### src/rtl/mdio_frame_master.sv
module mdio_frame_master #(
  parameter int HALF_CYC = 50
) (
  input  logic        clk,
  input  logic        rst_n,
  input  logic        cmd_valid,
  input  logic        cmd_read,
  input  logic [4:0]  cmd_phy,
  input  logic [4:0]  cmd_reg,
  input  logic [15:0] cmd_wdata,
  output logic        busy,
  output logic        done,
  output logic [15:0] rdata,
  output logic        mdc,
  output logic        mdio_oe,
  output logic        mdio_out,
  input  logic        mdio_in
);

  localparam int CW = (HALF_CYC > 1) ? $clog2(HALF_CYC) : 1;
  localparam logic [CW-1:0] CNT_LOAD = CW'(HALF_CYC - 1);
  localparam int FRAME_W = 64;
  localparam logic [6:0] RD_BITS = 7'd46;
  localparam logic [6:0] WR_BITS = 7'd64;

  typedef enum logic [2:0] {S_IDLE, S_TX, S_REL, S_RX, S_WREL} st_t;

  st_t                 st;
  logic [FRAME_W-1:0]  sh;
  logic [6:0]          nleft;
  logic [1:0]          ph;
  logic [CW-1:0]       cnt;
  logic                rd;
  logic [15:0]         rsh;
  logic                tick;
  logic                accept;

  assign tick     = (cnt == '0);
  assign accept   = (st == S_IDLE) && cmd_valid;
  assign busy     = (st != S_IDLE);
  assign mdio_oe  = (st == S_TX);
  assign mdio_out = (st == S_TX) ? sh[FRAME_W-1] : 1'b0;
  assign mdc      = (st == S_TX || st == S_REL) ? (ph == 2'd1) :
                    (st == S_RX) ? (ph == 2'd0) : 1'b0;

  always_ff @(posedge clk or negedge rst_n) begin
    if (!rst_n) begin
      st    <= S_IDLE;
      sh    <= '0;
      nleft <= '0;
      ph    <= '0;
      cnt   <= '0;
      rd    <= 1'b0;
      rsh   <= '0;
      rdata <= '0;
      done  <= 1'b0;
    end else begin
      done <= 1'b0;
      if (busy) cnt <= tick ? CNT_LOAD : cnt - 1'b1;
      case (st)
        S_IDLE: if (accept) begin
          st  <= S_TX;
          ph  <= 2'd0;
          cnt <= CNT_LOAD;
          rd  <= cmd_read;
          if (cmd_read) begin
            sh    <= {32'hFFFF_FFFF, 2'b01, 2'b10, cmd_phy, cmd_reg, 18'd0};
            nleft <= RD_BITS;
          end else begin
            sh    <= {32'hFFFF_FFFF, 2'b01, 2'b01, cmd_phy, cmd_reg, 2'b10, cmd_wdata};
            nleft <= WR_BITS;
          end
        end
        S_TX: if (tick) begin
          if (ph == 2'd2) begin
            ph <= 2'd0;
            sh <= sh << 1;
            if (nleft == 7'd1) st <= rd ? S_REL : S_WREL;
            else nleft <= nleft - 1'b1;
          end else begin
            ph <= ph + 1'b1;
          end
        end
        S_REL: if (tick) begin
          if (ph == 2'd2) begin
            st    <= S_RX;
            ph    <= 2'd0;
            nleft <= 7'd16;
          end else begin
            ph <= ph + 1'b1;
          end
        end
        S_RX: if (tick) begin
          if (ph == 2'd0) begin
            rsh <= {rsh[14:0], mdio_in};
            if (nleft == 7'd1) begin
              rdata <= {rsh[14:0], mdio_in};
              done  <= 1'b1;
              st    <= S_IDLE;
            end else begin
              ph <= 2'd1;
            end
          end else begin
            ph    <= 2'd0;
            nleft <= nleft - 1'b1;
          end
        end
        S_WREL: if (tick) begin
          done <= 1'b1;
          st   <= S_IDLE;
        end
        default: st <= S_IDLE;
      endcase
    end
  end

  AST_IDLE_QUIET: assert property (@(posedge clk) disable iff (!rst_n)
    !busy |-> (!mdc && !mdio_oe));

  AST_DATA_HELD_HIGH: assert property (@(posedge clk) disable iff (!rst_n)
    (mdio_oe && mdc) |-> $stable(mdio_out));

  AST_DONE_PULSE: assert property (@(posedge clk) disable iff (!rst_n)
    done |=> !done);

  AST_DONE_NOT_BUSY: assert property (@(posedge clk) disable iff (!rst_n)
    done |-> !busy);

  AST_ACCEPT: assert property (@(posedge clk) disable iff (!rst_n)
    (!busy && cmd_valid) |=> busy);

  AST_BUSY_HOLDS: assert property (@(posedge clk) disable iff (!rst_n)
    (busy && !$past(done) && cmd_valid) |=> (busy || done));

endmodule

### config.mk
export PLATFORM = sky130hd
export DESIGN_NAME = mdio_frame_master
export DESIGN_NICKNAME = d
export VERILOG_FILES = /design/src/rtl/mdio_frame_master.sv
export SDC_FILE = /design/constraint.sdc
export NUM_CORES = 1
export LEC_CHECK = 0
export BUFFER_PORTS_ARGS = -buffer_cell sky130_fd_sc_hd__buf_2
export CAP_MARGIN = 20
export CORE_MARGIN = 5
export CORE_UTILIZATION = 50
export DETAILED_ROUTE_END_ITERATION = 10
export PLACE_DENSITY = 0.7
export SLEW_MARGIN = 40
export SYNTH_ARGS = -nofsm -noshare
export SYNTH_HDL_FRONTEND = slang
export SYNTH_SLANG_ARGS = --single-unit
### constraint.sdc
create_clock -name clk -period 2.4 [get_ports clk]
set_clock_uncertainty 0.15 [all_clocks]
set_input_delay 0.24 -clock clk [delete_from_list [all_inputs] [get_ports clk]]
set_output_delay 0.24 -clock clk [all_outputs]
set_load 0.01 [all_outputs]
==> impl_metrics.toml <==
[synth]
avgSynthCellArea_um2 = 11.6
synthCells = 441
synth_seq_cells = 115
synth-edff-count = 0
yosysSeqAreaShare_pct = 56.5
synth_top_cell_by_area = "dfrtp_1"
synth_area_leaders = "dfrtp_1 (56%), o22a_1 (5.7%), mux2_2 (5.1%), o21ai_0 (3.8%), nand2_1 (3.2%)"
syn_nets = 476
async_flop_share_pct = 100
syn_area_um2 = 5100
synth_cell_types = 50
ys.flop_type = "dfrtp_1"
ys.warnings.count = 0
synth_top_area_share_pct = 56.5

[global_route]
grt_pass1_wl_um = 18500
grt_pass1_vias = 3898
grt_max_degree = 60
gr-usage-all-layers_pct = 18.2
overflow = 0
antenna_found_initial = 0

[sta]
rsz0062_at_grt = "no"
relSlewSlack_pct = 63.2
totalNegativeSetupSlack_ps = 0
final.min_clock_period_ps = 2300
finalHoldViolCount = 0
worst_pin_slew_ps = 552
setup_violations = 0
maxSlewViolCount = 0
finalCritPeriodShare_pct = 95.8
fmax_ghz = 0.435

[drt]
final_antenna_net_count = 0
drc_errors = 0
vias = 3650
drt_first_iter_violations = 229
routedWlPerCell_um = 15.7
drt_wl_total_um = 10400
viasPerCell = 5.51
drt-pass1-iter-count = 4

[job]
max_cap_viol_count = 0

[final_layout]
final_common_cell = "dfrtp_1"
drive_gt1_share_pct = 25.7
areaGrowthSynthToFinish_pct = 24.8
diodes = 0
fin_nets = 553
utilization_pct = 64.5
fill_cells = 783
layout_common_cells = "dfrtp_1 (114), buf_2 (50), nand2_1 (44), o21ai_0 (39), o22a_1 (33)"

[cts]
cts_tree = "yes"
cts.clk_slew.worst_paths_ps = 60
cts_buffers = 17
cts-root-buf = "clkbuf_8"
insertion_delay_ps = 510
clkSinkCount = 115
post_cts_buffers = 0
cts_max_level = 4
max-clock-path-buffers = 2

[setup_path]
worstSetupPathType = "flop to flop"
cp.required_ps = 2650
reg2reg_slack_ps = 100
critPathMaxFanout = 5
r2r_start = "nleft[3]"
reg2reg_depth = 4
rr_endpoint = "ph[1]"
critPathLaunchType = "flop"
crit_arrival_ps = 2540
end_kind = "flop"

[hold_path]
min_path_type = "primary input to flop"
holdPathStages = 4
hold_start = "cmd_wdata[1]"
min_to = "sh[1]"

[floorplanning]
num_rows = 36
die_height_um = 111
pin_count = 52
core_area_um2 = 9860
die_area_um2 = 12300
fp.dieW_um = 111
initial_core_util_pct = 51.7

[power]
p_leak_nw = 3.13
ir_drop_mv = 0.440
powerDensity_nw_per_um2 = 965

[placement]
gp_congestion = 0.876
io_buffers = 51
dp_hpwl_um = 6490

[outcome]
status = "complete, no violations"
## through the flow
stage	setup slack, ps	power, W	std cells	cell area (um^2)	hold slack (ps)
6_report	102	0.00614	663	6360	18.3
5_1_grt	1.27	0.00646	663	6360	32.8
4_1_cts	18.7	0.00619	663	6350	3.60
3_5_place_dp	96.0	0.00361	614	5580	120
3_3_place_gp	124	0.00357	614	5580	119
2_1_floorplan	258	0.00329	441	5100	-206
## metal layers
metal / GRT usage, % / share of wire [%] / vias to the layer above
met4: 6.32 / 1.0 / 0
li1: - / - / 1769
met2: 30.6 / 51 / 64
met1: 23.1 / 45 / 1805
met3: 4.09 / 3.3 / 12
met5: 0 / 0 / -
## worst max path at each step
stage / depth (start not counted) / endpoint / from / slack [ps]
after floorplan: 6 / rdata[10] / nleft[2] / 260
final: 4 / ph[1] / nleft[3] / 100
after CTS: 4 / mdc / st[1] / 20
after global routing: 7 / nleft[4] / cnt[0] / 1
after detailed placement: 4 / rdata[8] / nleft[3] / 100
after global placement: 4 / rdata[0] / nleft[3] / 120
## power by group
part,internal [W],total [W],switching (W)
Clock,0.00161,0.00251,0.000905
Combinational,0.000570,0.00110,0.000532
Sequential,0.00228,0.00253,0.000250
Total,0.00445,0.00614,0.00169
## timing repair
action,CTS,global route
endpoints found under the setup margin,1,10
gates resized for setup,1,2
hold buffers,18,0
pin swaps,0,1
hold endpoints to repair,58,0
## cell type report
class	count	area, um^2	share of cell area [%]
multi-input combinational	290	2080	32.8
tap	133	166	2.62
timing repair buffer	85	608	9.56
clock buffer	19	432	6.79
clock inverter	12	156	2.46
inverter	9	33.8	0.531
sequential	115	2880	45.3
## sequential cells by signal (all words and copies together) (netlist names)
signal / cells
sh: 64
rdata: 16
rsh: 15
nleft: 7
cnt: 6
st: 3
ph: 2
done: 1
rd: 1
## cells in the mapped netlist (all sizes together) (2+ instances only)
cell type and n:
o21ai 42, mux2i 11, nand4 2, inv 9, or3 2, a21oi 25
mux2 36, nor3 9, dfrtp 115, nor2 21, clkbuf 17, o31ai 2
o221ai 5, a2111oi 2, nor2b 3, o32ai 2, buf 10, a22o 2
o2bb2ai 3, a31oi 4, nand2 44, nand3 5, nand2b 3, a211oi 2
nor3b 15, xnor2 2, ha 4, o22a 33, and3 2
## kinds of logic (layout without fill, tap and decap cells)
| group | after synthesis | in the layout | synth area share, % |
|---|---|---|---|
| AND/OR/NAND/NOR | 111 | 111 | 11.8 |
| multiplexers | 47 | 47 | 10.3 |
| buffers and inverters | 36 | 125 | 3.02 |
| XOR/XNOR | 2 | 2 | 0.344 |
| AO/OA/AOI/OAI | 126 | 126 | 17.0 |
| flip-flops | 115 | 115 | 56.5 |
| adder cells (fa/ha/maj) | 4 | 4 | 0.982 |
## critical path, cell delays in order (launching register included)
cell	delay (ps)
dfrtp_1	390
or2_1	270
or4_1	670
o221ai_1	340
mux2_2	370
Power figures use the tool's default switching activity.
